==> config.mk <==
export PLATFORM = sky130hd
export DESIGN_NAME = perc_phase_gen
export DESIGN_NICKNAME = d
export VERILOG_FILES = /design/src/rtl/perc_pkg.sv /design/src/rtl/perc_noise_lfsr.sv /design/src/rtl/perc_metal_bit.sv /design/src/rtl/perc_phase_mix.sv /design/src/rtl/perc_phase_gen.sv
export SDC_FILE = /design/constraint.sdc
export NUM_CORES = 1
export LEC_CHECK = 0
export BUFFER_PORTS_ARGS = -buffer_cell sky130_fd_sc_hd__buf_4
export CAP_MARGIN = 10
export CORE_MARGIN = 2
export CORE_UTILIZATION = 50
export DETAILED_ROUTE_END_ITERATION = 10
export MAX_ROUTING_LAYER = met4
export PLACE_DENSITY = 0.9
export SYNTH_ARGS = -nofsm -noshare
export SYNTH_HDL_FRONTEND = slang
export SYNTH_SLANG_ARGS = --single-unit
export TNS_END_PERCENT = 30
==> constraint.sdc <==
create_clock -name clk -period 2.2 [get_ports clk]
set_input_delay 0.11 -clock clk [delete_from_list [all_inputs] [get_ports clk]]
set_output_delay 0.11 -clock clk [all_outputs]
set_load 0.02 [all_outputs]
==> src/rtl/perc_pkg.sv <==
// Shared constants and types for the percussion phase generator.
// Assumes 10-bit operator phases; bit positions below are fixed by the
// percussion formulas and are not meant to be retuned.
package perc_pkg;
    localparam int PH_W = 10;
    typedef logic [PH_W-1:0] phase_t;

    // Bit positions used for the metallic bit
    localparam int HH_OR_BIT  = 3;
    localparam int HH_XA_BIT  = 7;
    localparam int HH_XB_BIT  = 2;
    localparam int CY_XA_BIT  = 5;
    localparam int CY_XB_BIT  = 3;
    localparam int HH_SEL_BIT = 8;

    // Base patterns for the derived phases
    localparam phase_t HH_BASE  = 10'h034;
    localparam phase_t SD_BASE  = 10'h100;
    localparam phase_t CY_BASE  = 10'h100;
    localparam int     TOP_BIT  = PH_W - 1;
    localparam int     NZ_SHIFT = 8;
endpackage

==> src/rtl/perc_noise_lfsr.sv <==
// Noise shift register: one step per strobe, XOR with FB_MASK when bit 0 is
// set, then shift right. Assumes FB_MASK bit W is set so bit 0 feeds the top.
module perc_noise_lfsr #(
    parameter int           W       = 23,
    parameter logic [W-1:0] SEED    = 23'h306600,
    parameter logic [W:0]   FB_MASK = 24'h800302
) (
    input  logic         clk,
    input  logic         rst_n,
    input  logic         adv,
    output logic [W-1:0] state_o
);
    logic [W:0] mixed;

    // Next-state value: conditional feedback XOR on the widened register
    always_comb begin
        mixed = {1'b0, state_o} ^ (state_o[0] ? FB_MASK : '0);
    end

    // Register: seed on reset, step on strobe, hold otherwise
    always_ff @(posedge clk) begin
        if (!rst_n)   state_o <= SEED;
        else if (adv) state_o <= mixed[W:1];
    end

    // old bit 0 reappears at the top after a step
    a_r2_top_from_bit0: assert property (@(posedge clk) disable iff (!rst_n)
        adv |=> state_o[W-1] == $past(state_o[0]));

    // no step without a strobe
    a_r3_noise_hold: assert property (@(posedge clk) disable iff (!rst_n)
        !adv |=> $stable(state_o));
endmodule

==> src/rtl/perc_metal_bit.sv <==
// Metallic bit shared by hi-hat and cymbal: combinational, from fixed bits
// of the two reference phases.
module perc_metal_bit
    import perc_pkg::*;
(
    input  phase_t hh_ph,
    input  phase_t cy_ph,
    output logic   metal
);
    // OR of one hi-hat bit with two XOR pairs
    always_comb begin
        metal = hh_ph[HH_OR_BIT]
              | (hh_ph[HH_XA_BIT] ^ hh_ph[HH_XB_BIT])
              | (cy_ph[CY_XA_BIT] ^ cy_ph[CY_XB_BIT]);
    end
endmodule

==> src/rtl/perc_phase_mix.sv <==
// Builds hi-hat, snare and cymbal phases from the metallic bit, the noise
// bit and hi-hat bit 8. Purely combinational; the caller registers.
module perc_phase_mix
    import perc_pkg::*;
(
    input  logic   metal,
    input  logic   nz,
    input  logic   hh_sel,
    output phase_t hh_ph,
    output phase_t sd_ph,
    output phase_t cy_ph
);
    logic [1:0] hh_shift;

    // Hi-hat shift amount is {noise, metal}
    always_comb hh_shift = {nz, metal};

    // Phase formulas
    always_comb begin
        hh_ph = (phase_t'(metal) << TOP_BIT) | (HH_BASE << hh_shift);
        sd_ph = (SD_BASE << hh_sel) ^ (phase_t'(nz) << NZ_SHIFT);
        cy_ph = CY_BASE | (phase_t'(metal) << TOP_BIT);
    end
endmodule

==> src/rtl/perc_phase_gen.sv <==
// Top: percussion phase generator. Registers the derived phases and the tom
// phase on each sample strobe, using the noise bit present before the same
// strobe advances the noise register. Assumes one strobe per sample.
module perc_phase_gen
    import perc_pkg::*;
#(
    parameter int                 NOISE_W    = 23,
    parameter logic [NOISE_W-1:0] NOISE_SEED = 23'h306600,
    parameter logic [NOISE_W:0]   NOISE_MASK = 24'h800302
) (
    input  logic               clk,
    input  logic               rst_n,
    input  logic               sample_stb,
    input  logic [9:0]         hh_phase_i,
    input  logic [9:0]         cy_phase_i,
    input  logic [9:0]         tom_phase_i,
    output logic [9:0]         hh_phase_o,
    output logic [9:0]         sd_phase_o,
    output logic [9:0]         cy_phase_o,
    output logic [9:0]         tom_phase_o,
    output logic               noise_bit_o,
    output logic [NOISE_W-1:0] noise_state_o
);
    logic   metal;
    phase_t hh_d, sd_d, cy_d;

    perc_noise_lfsr #(
        .W       (NOISE_W),
        .SEED    (NOISE_SEED),
        .FB_MASK (NOISE_MASK)
    ) i_noise (
        .clk     (clk),
        .rst_n   (rst_n),
        .adv     (sample_stb),
        .state_o (noise_state_o)
    );

    perc_metal_bit i_metal (
        .hh_ph (hh_phase_i),
        .cy_ph (cy_phase_i),
        .metal (metal)
    );

    perc_phase_mix i_mix (
        .metal  (metal),
        .nz     (noise_state_o[0]),
        .hh_sel (hh_phase_i[HH_SEL_BIT]),
        .hh_ph  (hh_d),
        .sd_ph  (sd_d),
        .cy_ph  (cy_d)
    );

    // Current noise bit straight from the register
    always_comb noise_bit_o = noise_state_o[0];

    // Output registers: clear on reset, capture on strobe
    always_ff @(posedge clk) begin
        if (!rst_n) begin
            hh_phase_o  <= '0;
            sd_phase_o  <= '0;
            cy_phase_o  <= '0;
            tom_phase_o <= '0;
        end else if (sample_stb) begin
            hh_phase_o  <= hh_d;
            sd_phase_o  <= sd_d;
            cy_phase_o  <= cy_d;
            tom_phase_o <= tom_phase_i;
        end
    end

    // hi-hat pattern below bit 9 always has exactly three ones
    a_r5_hh_shape: assert property (@(posedge clk) disable iff (!rst_n)
        sample_stb |=> $countones(hh_phase_o[8:0]) == 3);

    // snare low byte is always clear
    a_r6_sd_low_clear: assert property (@(posedge clk) disable iff (!rst_n)
        sample_stb |=> sd_phase_o[7:0] == 8'h00);

    // cymbal low part fixed, metallic bit shared with hi-hat
    a_r7_cy_shape: assert property (@(posedge clk) disable iff (!rst_n)
        sample_stb |=> (cy_phase_o[8:0] == 9'h100) && (cy_phase_o[9] == hh_phase_o[9]));

    // tom phase captured unchanged
    a_r8_tom_pass: assert property (@(posedge clk) disable iff (!rst_n)
        sample_stb |=> tom_phase_o == $past(tom_phase_i));

    // phase outputs hold without a strobe
    a_r3_out_hold: assert property (@(posedge clk) disable iff (!rst_n)
        !sample_stb |=> $stable(hh_phase_o) && $stable(sd_phase_o)
                        && $stable(cy_phase_o) && $stable(tom_phase_o));
endmodule

# Word-level counts from Yosys, hierarchy flattened
# Index checks and enable logic that the tools add are counted.
# totals
ff_bits,55
inputBits,33
# classes
muxes,1
shifts,2
n_bitwise,7
# ops
op,count
24-bit 2-to-1 mux,1
23-bit by 24-bit XOR with 24-bit output,1
10-bit bitwise OR,1
6-bit by 2-bit << shifter with 10-bit output (first input constant),1
9-bit by 1-bit << shifter with 10-bit output (first input constant),1
10-bit by 9-bit XOR with 10-bit output,1
1-bit bitwise OR,2
1-bit XOR,2

# Longest topological paths before layout
# depth
word_depth,5
ltp_mapped,6

# By module
# A second synthesis with hierarchy kept.
# hier_totals
hier_cells,266
area_unflattened_um2,2885.3
# modules_own_cells
mod,area_each_um2,instances,seq_area_each_um2,cells_per_inst
perc_phase_gen,1565.3,1,800.8,130
perc_noise_lfsr,1027.2,1,460.4,98
perc_phase_mix,269.0,1,0.0,35
perc_metal_bit,23.8,1,0.0,3

# Worst setup path before layout
# Ideal clock, no wire load.
# synth_timing
path_type,register to register
startpoint,register i_noise.state_o[0]
endpoint,register hh_phase_o[6]
setup_slack_ns,0.912
stages_incl_launch_ff,6
n_path_buf,1
synth_period_minus_slack_ns,1.288
arrival_ns,1.171
cell_sequence,dfxtp_1 buf_2 inv_1 ha_1 nand2_1 o211a_1
# synth_via
elab_chain_cells,2
# synth_lines
item,line_no,rtl
start: declaration,perc_noise_lfsr.sv:11,output logic [W-1:0] state_o
start signal: assignment,perc_noise_lfsr.sv:23,else if (adv) state_o <= mixed[W:1];
6-bit by 2-bit << shifter with 10-bit output,perc_phase_mix.sv:20,hh_ph = (phase_t'(metal) << TOP_BIT) | (HH_BASE << hh_shift);
10-bit bitwise OR,perc_phase_mix.sv:20,
end signal: assignment,perc_phase_gen.sv:64,hh_phase_o <= hh_d;
end: declaration,perc_phase_gen.sv:17,"output logic [9:0] hh_phase_o,"
# Every way passes these cells.
# A chain may end at the register's enable or synchronous reset.

# Worst setup path after layout
# layout_timing
startpoint,input hh_phase_i[2]
endpoint,register hh_phase_o[6]
# layout_via
elab_chain_cells,5
# layout_lines
item,line_no,rtl
start: declaration,perc_phase_gen.sv:14,"input logic [9:0] hh_phase_i,"
1-bit XOR,perc_metal_bit.sv:13,| (hh_ph[HH_XA_BIT] ^ hh_ph[HH_XB_BIT])
1-bit bitwise OR,perc_metal_bit.sv:13,
1-bit bitwise OR,perc_metal_bit.sv:14,| (cy_ph[CY_XA_BIT] ^ cy_ph[CY_XB_BIT]);
6-bit by 2-bit << shifter with 10-bit output,perc_phase_mix.sv:20,
10-bit bitwise OR,perc_phase_mix.sv:20,
# Every way passes these cells.

==> flow_summary.html <==
<table>
<tr><th>Metric</th><th>Value</th></tr>
<tr><th colspan="2">Global route</th></tr>
<tr><td>Initial antenna violation count</td><td>0</td></tr>
<tr><td>Largest net degree at the start of global routing</td><td>50</td></tr>
<tr><td>Aggregate global-route resource usage</td><td>14.8%</td></tr>
<tr><td>Global-route congestion overflow total</td><td>0</td></tr>
<tr><td>Vias in the first global route</td><td>1170</td></tr>
<tr><td>Wire length of the first global-routing pass</td><td>5.05 mm</td></tr>
<tr><th colspan="2">Synthesis</th></tr>
<tr><td>Number of different library cells in the post-synthesis netlist</td><td>23</td></tr>
<tr><td>Mean instance size in the synthesized netlist</td><td>10.6 µm²</td></tr>
<tr><td>Netlist Area Pre-Place</td><td>2050 µm²</td></tr>
<tr><td>Adder and majority gate portion of the synthesized area</td><td>2.44%</td></tr>
<tr><td>Complex-gate fraction of the synthesized area</td><td>3.60%</td></tr>
<tr><td>Number of storage elements in the synthesis netlist</td><td>43</td></tr>
<tr><td>Dominant combinational cell family by area after synthesis</td><td>buffers and inverters</td></tr>
<tr><td>Simple-Gate Fraction of Synth Area</td><td>12.3%</td></tr>
<tr><td>Fraction of synthesized cell area in xor and xnor cells</td><td>2.56%</td></tr>
<tr><td>Synthesized netlist cell count</td><td>194</td></tr>
<tr><td>Proportion of synthesized chip area in sequential cells</td><td>42.0%</td></tr>
<tr><td>Multiplexer fraction of the synthesized cell area</td><td>17.1%</td></tr>
<tr><td>Yosys warnings</td><td>0</td></tr>
<tr><th colspan="2">Placed design</th></tr>
<tr><td>Placed Instances</td><td>275</td></tr>
<tr><td>GP Congestion</td><td>0.627</td></tr>
<tr><td>Post-DP HPWL</td><td>2.30 mm</td></tr>
<tr><td>Post-placement setup slack</td><td>0.816 ns</td></tr>
<tr><td>Port Buffers</td><td>64</td></tr>
<tr><th colspan="2">STA</th></tr>
<tr><td>Final worst path period need</td><td>1.08 ns</td></tr>
<tr><td>Final worst clock skew</td><td>0.00394 ns</td></tr>
<tr><td>Headroom to the max-slew limit</td><td>53.8%</td></tr>
<tr><td>Number of slew-limit violations in the final report</td><td>0</td></tr>
<tr><td>Transition time of the tightest slew-check pin</td><td>0.693 ns</td></tr>
<tr><td>Final setup TNS</td><td>0 ns</td></tr>
<tr><td>Worst Setup Slack, final</td><td>1.12 ns</td></tr>
<tr><td>Upper clock frequency limit</td><td>0.926 GHz</td></tr>
<tr><td>Final setup violating endpoints</td><td>0</td></tr>
<tr><td>Portion of the clock cycle consumed by the worst path in the final layout</td><td>49.1%</td></tr>
<tr><td>Final number of hold-violating endpoints</td><td>0</td></tr>
<tr><td>RSZ-0062 raised after global routing</td><td>no</td></tr>
<tr><td>Hold slack final</td><td>0.0289 ns</td></tr>
<tr><th colspan="2">Floorplan</th></tr>
<tr><td>Area of the die</td><td>4630 µm²</td></tr>
<tr><td>Initial standard-cell utilization of the core</td><td>51.6%</td></tr>
<tr><td>Horizontal extent of the die</td><td>68.0 µm</td></tr>
<tr><td>Core ar.</td><td>3970 µm²</td></tr>
<tr><td>Number of standard-cell rows in the floorplan</td><td>23</td></tr>
<tr><td>Chip Height</td><td>68.0 µm</td></tr>
<tr><td>Top-level I/O count</td><td>97</td></tr>
<tr><th colspan="2">CTS</th></tr>
<tr><td>Postcts setup bufs</td><td>0</td></tr>
<tr><td>TritonCTS clock tree</td><td>done</td></tr>
<tr><td>Number of clock sinks</td><td>43</td></tr>
<tr><td>Worst skew pair latency</td><td>0.29 ns</td></tr>
<tr><td>Hold Buf Count CTS</td><td>0</td></tr>
<tr><td>Gates resized, CTS repair</td><td>0</td></tr>
<tr><td>Cell at the root of the clock tree</td><td>clkbuf_8</td></tr>
<tr><td>Depth of the CTS H-tree</td><td>2</td></tr>
<tr><td>CTS Buffer Depth</td><td>2</td></tr>
<tr><td>Clock transition at path regs</td><td>0.07 ns</td></tr>
<tr><td>Number of CTS-inserted buffers</td><td>5</td></tr>
<tr><th colspan="2">Hold path</th></tr>
<tr><td>Worst Min Path Start</td><td>hh_phase_i[3]</td></tr>
<tr><td>Endpoint, Worst Hold</td><td>hh_phase_o[4]</td></tr>
<tr><td>Cell depth of the worst hold path</td><td>2</td></tr>
<tr><td>Hold Crit Class</td><td>in2reg</td></tr>
<tr><th colspan="2">Setup path</th></tr>
<tr><td>Worst EP arrival</td><td>1.26 ns</td></tr>
<tr><td>Required time of the worst setup path</td><td>2.38 ns</td></tr>
<tr><td>Category of the worst setup path launch point</td><td>primary input</td></tr>
<tr><td>Largest driver fanout on the critical path</td><td>4</td></tr>
<tr><td>Setup slack, reg-to-reg</td><td>1.23 ns</td></tr>
<tr><td>Depth of the worst register-to-register path</td><td>4</td></tr>
<tr><td>CP endpoint kind</td><td>flop</td></tr>
<tr><td>Reg2reg end</td><td>hh_phase_o[8]</td></tr>
<tr><td>Startpoint of the lowest-slack register-to-register path</td><td>i_noise.state_o[0]</td></tr>
<tr><td>Worst setup path class</td><td>in2reg</td></tr>
<tr><th colspan="2">Drt</th></tr>
<tr><td>First DRT Iteration DRCs</td><td>75</td></tr>
<tr><td>Via count normalized by instance count</td><td>4.49</td></tr>
<tr><td>Total DRC errors in the routed layout</td><td>0</td></tr>
<tr><td>DR vias</td><td>1270</td></tr>
<tr><td>Final wirelength</td><td>3.34 mm</td></tr>
<tr><td>Drt wl/cell</td><td>11.8 µm</td></tr>
<tr><td>Number of iterations in the first detailed-routing pass</td><td>3</td></tr>
<tr><td>ANT nets after route</td><td>0</td></tr>
<tr><th colspan="2">Pwr</th></tr>
<tr><td>Internal portion of total power</td><td>1.15 mW</td></tr>
<tr><td>Clk network pwr share</td><td>29.9%</td></tr>
<tr><td>Power per Cell Area</td><td>674 nW/µm²</td></tr>
<tr><td>Peak supply drop</td><td>407 µV</td></tr>
<tr><td>Switching share of total power</td><td>27.2%</td></tr>
<tr><td>Combinational cell fraction of total power</td><td>17.0%</td></tr>
<tr><td>Static Leakage</td><td>1.16 nW</td></tr>
<tr><td>Relative contribution of sequential cells to total power</td><td>53.1%</td></tr>
<tr><td>Net Sw Power</td><td>0.431 mW</td></tr>
<tr><th colspan="2">Cells and area</th></tr>
<tr><td>Fin cells</td><td>283</td></tr>
<tr><td>Final-layout fill cell count</td><td>343</td></tr>
<tr><td>Share of final-layout standard cells stronger than drive strength 1</td><td>32.6%</td></tr>
<tr><td>Antenna diode instance count</td><td>0</td></tr>
<tr><td>Growth of design area from synthesis to finish</td><td>14.7%</td></tr>
<tr><td>Core utilization of the finished layout</td><td>59.2%</td></tr>
<tr><td>NumNets Final</td><td>269</td></tr>
<tr><th colspan="2">Status</th></tr>
<tr><td>Status</td><td>finished, final reports clean</td></tr>
<tr><th colspan="2">Job</th></tr>
<tr><td>Max-cap violations</td><td>0</td></tr>
</table>
-- Yosys cell counts --
| cell type | count | area share, % |
|---|---|---|
| inv_1 | 2 | 0.37 |
| buf_6 | 4 | 2.2 |
| nand2_2 | 1 | 0.31 |
| and2_1 | 1 | 0.31 |
| buf_2 | 3 | 0.73 |
| nand3b_1 | 1 | 0.37 |
| buf_4 | 40 | 15 |
| xor2_1 | 2 | 0.85 |
| a21oi_1 | 1 | 0.24 |
| nor2b_1 | 29 | 8.9 |
| nand2_1 | 11 | 2.0 |
| nor3_2 | 1 | 0.49 |
| o21ai_0 | 1 | 0.24 |
| mux2i_1 | 35 | 17 |
| xnor2_1 | 4 | 1.7 |
| dfxtp_1 | 43 | 42 |
| conb_1 | 1 | 0.18 |
| o211a_1 | 4 | 2.0 |
| o21a_1 | 1 | 0.37 |
| clkbuf_1 | 2 | 0.37 |
| ha_1 | 4 | 2.4 |
| buf_8 | 2 | 1.5 |
| o41ai_2 | 1 | 0.79 |
-- flip-flops by register name (all words and copies together), names as in the netlist --
name / count
tom_phase_o: 10
sd_phase_o: 2
cy_phase_o: 2
i_noise.state_o: 22
hh_phase_o: 7
-- layout make-up --
cell class | count | area, µm² | area share, %
Multi-Input combinational cell | 115 | 847 | 36.0
Timing Repair Buffer | 65 | 488 | 20.8
Clock inverter | 3 | 15.0 | 0.639
Inverter | 2 | 7.51 | 0.319
Clock buffer | 5 | 68.8 | 2.93
Sequential cell | 43 | 861 | 36.6
Tap cell | 50 | 62.6 | 2.66
-- kinds of logic (layout without fill, tap and decap cells) --
logic type | after synthesis | after routing
adder cells (fa/ha/maj) | 4 | 4
buffers and inverters | 53 | 75
AO/OA/AOI/OAI | 8 | 8
AND/OR/NAND/NOR | 44 | 44
multiplexers | 35 | 35
flip-flops | 43 | 43
XOR/XNOR | 6 | 6
other | 1 | 18
-- critical path, stage by stage --
cell	delay, ns
buf_4	0.11
xor2_1	0.18
nor3_2	0.30
inv_1	0.11
ha_1	0.28
nand2_1	0.05
o211a_1	0.13
-- worst max path at each step --
stage                            start          endpoint  slack (ns)
floorplan           i_noise.state_o[0]     hh_phase_o[6]        0.91
global placement         hh_phase_i[2]     hh_phase_o[6]        0.81
detailed placement       hh_phase_i[2]     hh_phase_o[6]        0.82
CTS                 i_noise.state_o[0]  noise_state_o[0]        1.10
global route             hh_phase_i[2]     hh_phase_o[6]        1.03
finish                   hh_phase_i[2]     hh_phase_o[6]        1.12
-- metrics by stage --
stage                     power [mW]  area (µm²)
final                           1.58        2350
after global routing            1.66        2350
after CTS                       1.61        2350
after detailed placement        1.13        2270
after global placement          1.12        2270
after floorplan                 1.08        2110
-- power groups by stage --
stage | sequential, mW | clock, mW | combinational, mW
finish | 0.841 | 0.473 | 0.269
global route | 0.846 | 0.521 | 0.292
CTS | 0.842 | 0.496 | 0.272
detailed placement | 0.860 | 0 | 0.271
global placement | 0.857 | 0 | 0.267
floorplan | 0.884 | 0 | 0.201
-- layer usage --
metal	up-vias	track usage, %	part of all wire [%]
met5	-	-	0
met4	0	6.75	1.3
met3	6	3.95	7.4
met2	44	24.8	48
met1	573	16.5	44
li1	647	-	-
-- placed cells by master, fill, tap and decap left out --
| cell type | Yosys | layout |
|---|---|---|
| nor3_2 | 1 | 1 |
| o21ai_0 | 1 | 1 |
| nor2b_1 | 29 | 29 |
| conb_1 | 1 | 18 |
| nand2_1 | 11 | 11 |
| nand2_2 | 1 | 1 |
| clkinv_2 | 0 | 3 |
| xnor2_1 | 4 | 4 |
| inv_1 | 2 | 2 |
| buf_4 | 40 | 65 |
| dfxtp_1 | 43 | 43 |
| xor2_1 | 2 | 2 |
| nand3b_1 | 1 | 1 |
| o21a_1 | 1 | 1 |
| o41ai_2 | 1 | 1 |
| o211a_1 | 4 | 4 |
| and2_1 | 1 | 1 |
| ha_1 | 4 | 4 |
| a21oi_1 | 1 | 1 |
| clkbuf_8 | 0 | 5 |
| mux2i_1 | 35 | 35 |
No activity file was read; power rests on OpenSTA's default activity.
